File: src/rtl/bist_pkg.sv
package bist_pkg;

    localparam int ANG_W = 16;

    typedef enum logic [1:0] {
        SQ_IDLE = 2'd0,
        SQ_SCAN = 2'd1,
        SQ_SELF = 2'd2
    } sq_state_t;

    // Evenly spaced test angle k of n, rounded to nearest LSB
    function automatic logic [ANG_W-1:0] grid_angle(input int unsigned k, input int unsigned n);
        int unsigned num;
        num = k * 32'd65536 + n / 2;
        return ANG_W'(num / n);
    endfunction

endpackage

File: src/rtl/bist_angle_cmp.sv
module bist_angle_cmp #(
    parameter int TOL = 9
) (
    input  logic [15:0] a,
    input  logic [15:0] b,
    output logic        near
);
    logic [15:0] diff;
    logic [16:0] mag;

    always_comb begin
        diff = a - b;
        mag  = diff[15] ? (17'h10000 - {1'b0, diff}) : {1'b0, diff};
        near = (mag <= 17'(TOL));
    end
endmodule

File: src/rtl/bist_loss_filter.sv
module bist_loss_filter #(
    parameter int LIMIT = 20
) (
    input  logic clk,
    input  logic rst_n,
    input  logic lost,
    output logic present
);
    localparam int CNT_W = $clog2(LIMIT + 1);

    logic [CNT_W-1:0] run_q;

    always_ff @(posedge clk) begin
        if (!rst_n || !lost) begin
            run_q <= '0;
        end else if (run_q != CNT_W'(LIMIT)) begin
            run_q <= run_q + 1'b1;
        end
    end

    assign present = (run_q != CNT_W'(LIMIT));
endmodule

File: src/rtl/bist_heartbeat.sv
module bist_heartbeat #(
    parameter int PERIOD = 50
) (
    input  logic       clk,
    input  logic       rst_n,
    input  logic       en,
    input  logic       clr,
    output logic [7:0] beat
);
    localparam int PW = (PERIOD > 1) ? $clog2(PERIOD) : 1;

    logic [PW-1:0] tick_q;
    logic          wrap;

    assign wrap = en && (tick_q == PW'(PERIOD - 1));

    always_ff @(posedge clk) begin
        if (!rst_n) begin
            tick_q <= '0;
            beat   <= 8'h00;
        end else begin
            if (!en || wrap) tick_q <= '0;
            else             tick_q <= tick_q + 1'b1;
            if (wrap)        beat <= 8'h55;
            else if (clr)    beat <= 8'h00;
        end
    end
endmodule

File: src/rtl/bist_seq.sv
module bist_seq
    import bist_pkg::*;
#(
    parameter int NCH        = 8,
    parameter int TOL        = 9,
    parameter int NANG       = 72,
    parameter int SCAN_DWELL = 22_500_000,
    parameter int SELF_DWELL = 6_510_000,
    parameter int LOSS_TICKS = 250_000_000,
    parameter int BEAT_TICKS = 250_000_000,
    localparam int CW        = (NCH > 1) ? $clog2(NCH) : 1
) (
    input  logic                 clk,
    input  logic                 rst_n,
    input  logic                 bg_en,
    input  logic                 selftest_wr,
    input  logic                 selftest_wdata,
    input  logic                 beat_clr,
    input  logic [NCH-1:0]       active_mask,
    input  logic [NCH*ANG_W-1:0] cmd_angle,
    input  logic [NCH*ANG_W-1:0] meas_angle,
    input  logic [NCH-1:0]       ref_ok,
    input  logic [NCH-1:0]       sig_ok,
    output logic [NCH-1:0]       test_status,
    output logic [NCH-1:0]       ref_status,
    output logic [NCH-1:0]       sig_status,
    output logic                 selftest_busy,
    output logic                 ovr_valid,
    output logic [CW-1:0]        ovr_chan,
    output logic [ANG_W-1:0]     ovr_angle,
    output logic [7:0]           beat_byte
);
    localparam int KW   = $clog2(NANG);
    localparam int DMAX = (SCAN_DWELL > SELF_DWELL) ? SCAN_DWELL : SELF_DWELL;
    localparam int DCW  = $clog2(DMAX);

    sq_state_t        state_q, state_d;
    logic             st_en_q;
    logic [DCW-1:0]   dcnt_q;
    logic [CW-1:0]    chan_q, chan_nx;
    logic [KW-1:0]    k_q;
    logic [NCH-1:0]   tst_q;
    logic [ANG_W-1:0] snap_q;
    logic             moved_q;

    logic             step_last, self_done, self_run, entering;
    logic [ANG_W-1:0] cur_cmd, cur_meas, cur_tang, ref_ang;
    logic             near_ok, steady, moved_now;

    assign cur_cmd  = cmd_angle[chan_q*ANG_W +: ANG_W];
    assign cur_meas = meas_angle[chan_q*ANG_W +: ANG_W];
    assign cur_tang = grid_angle(32'(k_q), NANG);
    assign ref_ang  = (state_q == SQ_SELF) ? cur_tang : cur_cmd;
    assign chan_nx  = (chan_q == CW'(NCH - 1)) ? '0 : chan_q + 1'b1;

    bist_angle_cmp #(.TOL(TOL)) u_acc_cmp  (.a(cur_meas), .b(ref_ang), .near(near_ok));
    bist_angle_cmp #(.TOL(TOL)) u_move_cmp (.a(cur_cmd),  .b(snap_q),  .near(steady));

    assign moved_now = moved_q || !steady;
    assign step_last = (state_q == SQ_SCAN) ? (dcnt_q == DCW'(SCAN_DWELL - 1))
                                            : (dcnt_q == DCW'(SELF_DWELL - 1));
    assign self_done = (state_q == SQ_SELF) && st_en_q && step_last &&
                       (chan_q == CW'(NCH - 1)) && (k_q == KW'(NANG - 1));

    // Next state
    always_comb begin
        state_d = state_q;
        unique case (state_q)
            SQ_IDLE: begin
                if (st_en_q)    state_d = SQ_SELF;
                else if (bg_en) state_d = SQ_SCAN;
            end
            SQ_SCAN: begin
                if (st_en_q)     state_d = SQ_SELF;
                else if (!bg_en) state_d = SQ_IDLE;
            end
            SQ_SELF: begin
                if (!st_en_q || self_done) state_d = bg_en ? SQ_SCAN : SQ_IDLE;
            end
            default: state_d = SQ_IDLE;
        endcase
    end
    assign entering = (state_d != state_q);

    // State register
    always_ff @(posedge clk) begin
        if (!rst_n) state_q <= SQ_IDLE;
        else        state_q <= state_d;
    end

    // Outputs
    always_comb begin
        self_run      = (state_q == SQ_SELF) && st_en_q;
        ovr_valid     = self_run;
        ovr_chan      = chan_q;
        ovr_angle     = self_run ? cur_tang : '0;
        selftest_busy = st_en_q;
    end

    // Self-test enable bit
    always_ff @(posedge clk) begin
        if (!rst_n)           st_en_q <= 1'b0;
        else if (self_done)   st_en_q <= 1'b0;
        else if (selftest_wr) st_en_q <= selftest_wdata;
    end

    // Sequencing datapath
    always_ff @(posedge clk) begin
        if (!rst_n) begin
            dcnt_q  <= '0;
            chan_q  <= '0;
            k_q     <= '0;
            tst_q   <= '1;
            snap_q  <= '0;
            moved_q <= 1'b0;
        end else begin
            unique case (state_q)
                SQ_SCAN: begin
                    if (dcnt_q == '0) begin
                        snap_q  <= cur_cmd;
                        moved_q <= 1'b0;
                    end else begin
                        moved_q <= moved_now;
                    end
                    if (step_last) begin
                        dcnt_q <= '0;
                        chan_q <= chan_nx;
                        if (active_mask[chan_q] && !moved_now)
                            tst_q[chan_q] <= near_ok;
                    end else begin
                        dcnt_q <= dcnt_q + 1'b1;
                    end
                end
                SQ_SELF: begin
                    if (st_en_q) begin
                        if (step_last) begin
                            dcnt_q <= '0;
                            chan_q <= chan_nx;
                            if (chan_q == CW'(NCH - 1)) k_q <= k_q + 1'b1;
                            if (active_mask[chan_q] && !near_ok)
                                tst_q[chan_q] <= 1'b0;
                        end else begin
                            dcnt_q <= dcnt_q + 1'b1;
                        end
                    end
                end
                default: ;
            endcase
            if (entering) begin
                dcnt_q <= '0;
                if (state_d == SQ_SELF) begin
                    chan_q <= '0;
                    k_q    <= '0;
                    tst_q  <= '1;
                end
            end
        end
    end

    assign test_status = tst_q | ~active_mask;

    // Presence debounce per channel
    for (genvar c = 0; c < NCH; c++) begin : g_loss
        bist_loss_filter #(.LIMIT(LOSS_TICKS)) u_ref (
            .clk(clk), .rst_n(rst_n),
            .lost(!ref_ok[c] && active_mask[c]), .present(ref_status[c]));
        bist_loss_filter #(.LIMIT(LOSS_TICKS)) u_sig (
            .clk(clk), .rst_n(rst_n),
            .lost(!sig_ok[c] && active_mask[c]), .present(sig_status[c]));
    end

    bist_heartbeat #(.PERIOD(BEAT_TICKS)) u_beat (
        .clk(clk), .rst_n(rst_n), .en(bg_en), .clr(beat_clr), .beat(beat_byte));

endmodule

File: config.mk
export PLATFORM = sky130hd
export DESIGN_NAME = bist_seq
export DESIGN_NICKNAME = d
export VERILOG_FILES = /design/src/rtl/bist_pkg.sv /design/src/rtl/bist_angle_cmp.sv /design/src/rtl/bist_loss_filter.sv /design/src/rtl/bist_heartbeat.sv /design/src/rtl/bist_seq.sv
export SDC_FILE = /design/constraint.sdc
export NUM_CORES = 1
export LEC_CHECK = 0
export BUFFER_PORTS_ARGS = -buffer_cell sky130_fd_sc_hd__buf_2
export CAP_MARGIN = 20
export CELL_PAD_IN_SITES_DETAIL_PLACEMENT = 0
export CELL_PAD_IN_SITES_GLOBAL_PLACEMENT = 1
export CORE_UTILIZATION = 35
export DETAILED_ROUTE_END_ITERATION = 7
export PLACE_DENSITY = 0.7
export SLEW_MARGIN = 15
export SYNTH_ARGS = -nofsm -noshare
export SYNTH_HDL_FRONTEND = slang
export SYNTH_SLANG_ARGS = --single-unit
File: constraint.sdc
create_clock -name clk -period 21.2 [get_ports clk]
set_input_delay 2.12 -clock clk [delete_from_list [all_inputs] [get_ports clk]]
set_output_delay 2.12 -clock clk [all_outputs]
set_load 0.01 [all_outputs]
# [Word-level counts from Yosys, hierarchy flattened]
# Cells that the tools add are included.
[totals] regBits=543 inputBits=286 output_inout_bits=53 wordCells=222
[op_classes] addsub=25 n_div=1 order_cmp=4 eq_ne=26 n_shift=2 n_mux=43 bitwise_logic=5 n_reduce_logical=90
[ops] op="28-bit by 1-bit adder with 28-bit output, second input constant" count=17
[ops] op="28-bit != test, second input constant" count=16
[ops] op="128-bit by 8-bit indexed part select with 16-bit output" count=2
[ops] op="7-bit 2-to-1 mux" count=8
[ops] op="8-bit 2-to-1 mux" count=7
[ops] op="25-bit 2-to-1 mux" count=2
[ops] op="25-bit case mux with 2 select lines" count=1
[ops] op="1-bit logical NOT" count=38
[ops] op="17-bit by 4-bit less-or-equal comparator with 1-bit output, second input constant" count=2
[ops] op="17-bit 2-to-1 mux" count=2
[ops] op="17-bit by 16-bit subtractor with 17-bit output, first input constant" count=2
[ops] op="32-bit by 7-bit divider with 32-bit output, second input constant" count=1
[ops] op="16-bit 2-to-1 mux" count=2
[ops] op="16-bit subtractor" count=2
[ops] op="28-bit equality test, second input constant" count=1
[ops] op="25-bit by 1-bit adder with 25-bit output, second input constant" count=1
[ops] op="25-bit by 23-bit equality test with 1-bit output, second input constant" count=1
[ops] op="25-bit equality test, second input constant" count=1
[ops] op="25-bit logical NOT" count=1
[ops] op="23-bit by 6-bit adder with 24-bit output, second input constant" count=1
[ops] op="1-bit logical AND" count=24
[ops] op="1-bit logical OR" count=19
[ops] op="8-bit inverter" count=2
[ops] op="8-bit case mux with 2 select lines" count=1
[ops] op="other kinds (25)" count=42

# [Longest topological paths before layout]
[depth] depth_word=15 ltp_mapped=127 mapped_depth_nobuf=113

# [Modules after synthesis]
# A second synthesis with hierarchy kept.
[unflattened] hier_cells=4694 area_unflattened_um2=37826.3
[modules_own_cells] mod="bist_loss_filter" instances=16 cells_per_inst=168 area_per_inst_um2=1466.4 seq_area_each_um2=560.5
[modules_own_cells] mod="bist_seq" instances=1 cells_per_inst=1454 area_per_inst_um2=10292.4 seq_area_each_um2=1261.2
[modules_own_cells] mod="bist_angle_cmp" instances=2 cells_per_inst=192 area_per_inst_um2=1303.8 seq_area_each_um2=0.0
[modules_own_cells] mod="bist_heartbeat" instances=1 cells_per_inst=168 area_per_inst_um2=1463.9 seq_area_each_um2=580.6

# [Worst setup path after synthesis]
# OpenSTA, ideal clock, no wires.
[synth_path] kind="register to register" startpoint="register k_q[0]" endpoint="register tst_q[0]" setup_ns=0.145 arrival_ns=21.853 t_required_ns=21.055 slack_ns=-0.799 path_stages_with_launch=117 n_path_buf=13 synth_period_minus_slack_ns=21.999 path_cell_list="dfxtp_1 clkbuf_1 clkinv_1 ha_1 and2b_1 buf_4 o32ai_1 nor4_2 o211ai_2 a221o_1 a211oi_4 xnor2_1 inv_1 ha_1 inv_1 nand2_2 nand2_1 clkinv_1 (+81 left out) inv_1 ha_1 or3b_2 or3_1 or3_1 nor3_1 or4b_2 o21ai_0 or2_2 nor2_1 a21oi_1 o22ai_1 nand4_1 o211ai_1 o21ai_0 nand2_1 nand2_1 o211ai_1"
[synth_between] elab_chain_cells=15 word_cells_on_any_way=25 cone_classes="add/sub: 3; div: 1; order compare: 1; eq/ne: 3; mux: 13; reduce/logical: 4"
[synth_lines] element="from (decl)" line="bist_seq.sv:41" rtl="logic [KW-1:0] k_q;"
[synth_lines] element="from (signal assigned)" line="bist_seq.sv:139" rtl="if (chan_q == CW'(NCH - 1)) k_q <= k_q + 1'b1;"
[synth_lines] element="23-bit by 6-bit adder with 24-bit output" line="bist_pkg.sv:14" rtl="num = k * 32'd65536 + n / 2;"
[synth_lines] element="32-bit by 7-bit divider with 32-bit output" line="bist_pkg.sv:15" rtl="return ANG_W'(num / n);"
[synth_lines] element="16-bit 2-to-1 mux" line="bist_seq.sv:53" rtl="assign ref_ang = (state_q == SQ_SELF) ? cur_tang : cur_cmd;"
[synth_lines] element="16-bit subtractor" line="bist_angle_cmp.sv:12" rtl="diff = a - b;"
[synth_lines] element="17-bit by 16-bit subtractor with 17-bit output" line="bist_angle_cmp.sv:13" rtl="mag = diff[15] ? (17'h10000 - {1'b0, diff}) : {1'b0, diff};"
[synth_lines] element="17-bit 2-to-1 mux" line="bist_angle_cmp.sv:13"
[synth_lines] element="17-bit by 4-bit less-or-equal comparator with 1-bit output" line="bist_angle_cmp.sv:14" rtl="near = (mag <= 17'(TOL));"
[synth_lines] element="1-bit logical NOT" line="bist_seq.sv:140" rtl="if (active_mask[chan_q] && !near_ok)"
[synth_lines] element="1-bit logical AND" line="bist_seq.sv:140"
[synth_lines] element="8-bit 2-to-1 mux" line="bist_seq.sv:140"
[synth_lines] element="8-bit 2-to-1 mux" line="bist_seq.sv:136" rtl="if (step_last) begin"
[synth_lines] element="8-bit 2-to-1 mux" line="bist_seq.sv:135" rtl="if (st_en_q) begin"
[synth_lines] element="8-bit case mux with 2 select lines" line="bist_seq.sv:117" rtl="unique case (state_q)"
[synth_lines] element="8-bit 2-to-1 mux" line="bist_seq.sv:151" rtl="if (state_d == SQ_SELF) begin"
[synth_lines] element="8-bit 2-to-1 mux *" line="bist_seq.sv:149" rtl="if (entering) begin"
[synth_lines] element="to (signal, indexed assignment)" line="bist_seq.sv:129" rtl="tst_q[chan_q] <= near_ok;"
[synth_lines] element="to (decl)" line="bist_seq.sv:42" rtl="logic [NCH-1:0] tst_q;"
# Every way passes the cells marked *; elsewhere a longest branch is shown, timed or not.
# A chain may end at the register's enable or synchronous reset.

# [Final worst setup path]
[layout_path] startpoint="register k_q[1]" endpoint="register tst_q[5]"
# Same word-level chain as after synthesis.

==> flow_summary_export.csv <==
group,metric,value,unit
run_status,status,"complete, no violations",
cells_and_area,nNetsFinal,4884,
drt,viasPerCell,5.28,
cells_and_area,multiInputGateArea,21100,um^2
pwr,power,2.31,mW
timing,max-slew-margin-rel,0.367,
logic_synthesis,syn_avg_cell_area,7.93,um^2
clock_tree,root_buffer,"clkbuf_16",
pwr,p_per_area,59.8,nW/um^2
setup_path,r2r_start,"k_q[1]",
cells_and_area,mostFrequentLayoutCells,"629 x nor2_1, 536 x dfxtp_1, 345 x nand2_1",
timing,setup_tns,0,ns
timing,hold_ws,0.478,ns
drt,ant_nets,0,
global_route,antenna_found_initial,10,
timing,tightestPinTransition,0.940,ns
place,dp_hpwl,73300,um
setup_path,cp-startpoint,"k_q[1]",
cells_and_area,ff_latch_area,10800,um^2
setup_path,crit_path_top_delay_cell,"or4b_2",
setup_path,cp-end-kind,"flop",
setup_path,rrSetupSlack,1.13,ns
floorplan,dieWidth,309,um
cells_and_area,drive_gt1_frac,0.148,
setup_path,cp_max_fo,23,
drt,drt_iter0_drc,1817,
clock_tree,cts_buffers,67,
timing,finalSetupViolCount,0,
clock_tree,clk_pin_slew,0.05,ns
clock_tree,cts.path.max_buffers,3,
pwr,p_leak,14.1,nW
min_path,hold_path.class,"reg2reg",
timing,skew,0.0256,ns
logic_synthesis,synthFlopType,"dfxtp_1",
timing,fmax,0.0498,GHz
global_route,grt_pass1_wl,153000,um
drt,drc,0,
job,drv_cap,0,
logic_synthesis,netlist_instances,4160,
logic_synthesis,synth-edff-count,0,
logic_synthesis,synthArstFlopShare,0,
cells_and_area,final_util,0.414,
setup_path,crit_path_start_kind,"flop",
logic_synthesis,ys_ff_latch,540,
global_route,grt.total_usage,0.197,
drt,wl,96900,um
cells_and_area,final_cells,5803,
logic_synthesis,syn_area,33000,um^2
clock_tree,clk_latency,0.60,ns
floorplan,die_y,309,um
setup_path,worstPathRequired,21.63,ns
place,routabilityCongestion,0.922,
setup_path,cp.arrival,20.50,ns
timing,post-route-period-util,0.947,
cells_and_area,fillerInstances,9693,
setup_path,path_common_cell,"ha_1",
global_route,first_global_vias,28911,
logic_synthesis,yosysUniqueCellTypes,127,
global_route,grt_max_degree,34,
drt,num_vias,30648,
clock_tree,cts_sinks,540,
pwr,irDropWorstVdd,0.0000481,V
clock_tree,cts_hold_buffers,0,
floorplan,start_util,0.354,
cells_and_area,area_growth,17.1,%
floorplan,die_area,95500,um^2
drt,wl_per_cell,16.7,um
floorplan,row_count,112,
place,numPortBuffers,334,
clock_tree,cts_tree,"done",
timing,finalHoldViolCount,0,
clock_tree,htree_num_levels,3,
min_path,worstHoldStart,"u_beat.tick_q[0]",
logic_synthesis,ys_warn_count,0,
setup_path,slowest_delay,0.63,ns
timing,period_needed,20.07,ns
drt,firstDrtPassIters,5,
floorplan,coreArea,93300,um^2
global_route,overflow,0,
place,dp_cells,5662,
cells_and_area,layout_commonest_cell,"nor2_1",
timing,final-max-slew-violation-count,0,
logic_synthesis,ys_seq_area_frac,0.328,
setup_path,worstSetupPathType,"reg2reg",
floorplan,ioPinCount,339,
-- final cells by class --
type | count | share of cell area
antenna | 6 | 0.000389
clock buffer | 92 | 0.0487
clock inverter | 19 | 0.00434
inverter | 139 | 0.0142
multi-input combinational | 3325 | 0.548
sequential | 540 | 0.280
tap | 1254 | 0.0406
timing repair buffer | 428 | 0.0642
-- critical path, delay by kind of cell, from the launching register on --
family | cells | cell delay [ns]
simple gates | 36 | 7.07
compound gates | 30 | 5.76
fa+ha+maj | 15 | 3.24
buf+inv | 21 | 2.39
mux | 4 | 1.11
flops | 1 | 0.31
-- routing by layer --
| metal | part of all wire | GRT usage | vias up | routed length (um) |
|---|---|---|---|---|
| met2 | 0.46 | 0.329 | 747 | 44700 |
| met1 | 0.46 | 0.257 | 14281 | 44600 |
| met4 | 0.029 | 0.0690 | 0 | 2780 |
| met5 | 0 | 0 | - | 0 |
| met3 | 0.050 | 0.0315 | 147 | 4840 |
| li1 | - | - | 15473 | - |
-- synth_stat cells, drive strengths merged (23+ instances only) --
cell,n,share of area
o211ai,25,0.0058
nand2,348,0.040
or3,93,0.018
buf,54,0.011
nor2b,23,0.0044
and3,131,0.025
nand4,125,0.024
nand2b,37,0.0070
ha,95,0.036
a21oi,174,0.027
nand3,253,0.039
o21ai,155,0.024
nor4b,36,0.010
inv,134,0.015
or2,23,0.0044
dfxtp,540,0.33
nand3b,27,0.0061
a21o,23,0.0052
nor4,43,0.0089
nor2,631,0.072
and2,29,0.0055
mux2i,56,0.018
clkbuf,105,0.012
nor3,80,0.013
xor2,328,0.087
a22oi,127,0.029
xnor2,135,0.036
-- timing repair --
| action | in CTS | in global routing |
|---|---|---|
| gates resized for setup | 3 | 50 |
| buffers inserted | 1 | 20 |
| pin swaps | 2 | 15 |
| endpoints found under the setup margin | 8 | 8 |
-- flip-flops by register name, summed over array words and instances (netlist names) --
name	count
dcnt_q	25
g_loss.u_ref.run_q	224
moved_q	1
selftest_busy	1
snap_q	16
u_beat.beat	1
state_q	2
ovr_chan	3
k_q	7
u_beat.tick_q	28
tst_q	8
g_loss.u_sig.run_q	224
-- report_power, final --
group / internal (mW) / switching, mW / leakage [nW] / total (mW)
combinational: 0.0840 / 0.123 / 8.75 / 0.207
sequential: 1.02 / 0.00663 / 4.36 / 1.03
clock: 0.633 / 0.439 / 1.01 / 1.07
total: 1.74 / 0.569 / 14.1 / 2.31
-- through the flow --
step / instance area (um^2) / worst slack [ns]
floorplan: 33000 / 0.0157
global placement: 36000 / 0.0878
detailed placement: 36200 / -0.338
CTS: 38200 / 0.0232
global route: 38600 / -0.113
finish: 38600 / 1.13
-- path summary, 6_finish.rpt --
kind,cells after the start,endpoint
worst min register to register,1,u_beat.tick_q[0]
worst max register to register,106,tst_q[5]
worst min-delay path,1,u_beat.tick_q[0]
worst max-delay path,106,tst_q[5]
-- kinds of logic after synthesis --
| family | count (synthesis) | share of synthesized area |
|---|---|---|
| AND/OR/NAND/NOR | 1968 | 0.300 |
| AO/OA/AOI/OAI | 720 | 0.148 |
| flip-flops | 540 | 0.328 |
| XOR/XNOR | 463 | 0.123 |
| buffers and inverters | 298 | 0.0391 |
| adder cells (fa/ha/maj) | 97 | 0.0372 |
| multiplexers | 73 | 0.0239 |
| other | 1 | 0.000114 |
No activity file was read; power rests on OpenSTA's default activity.
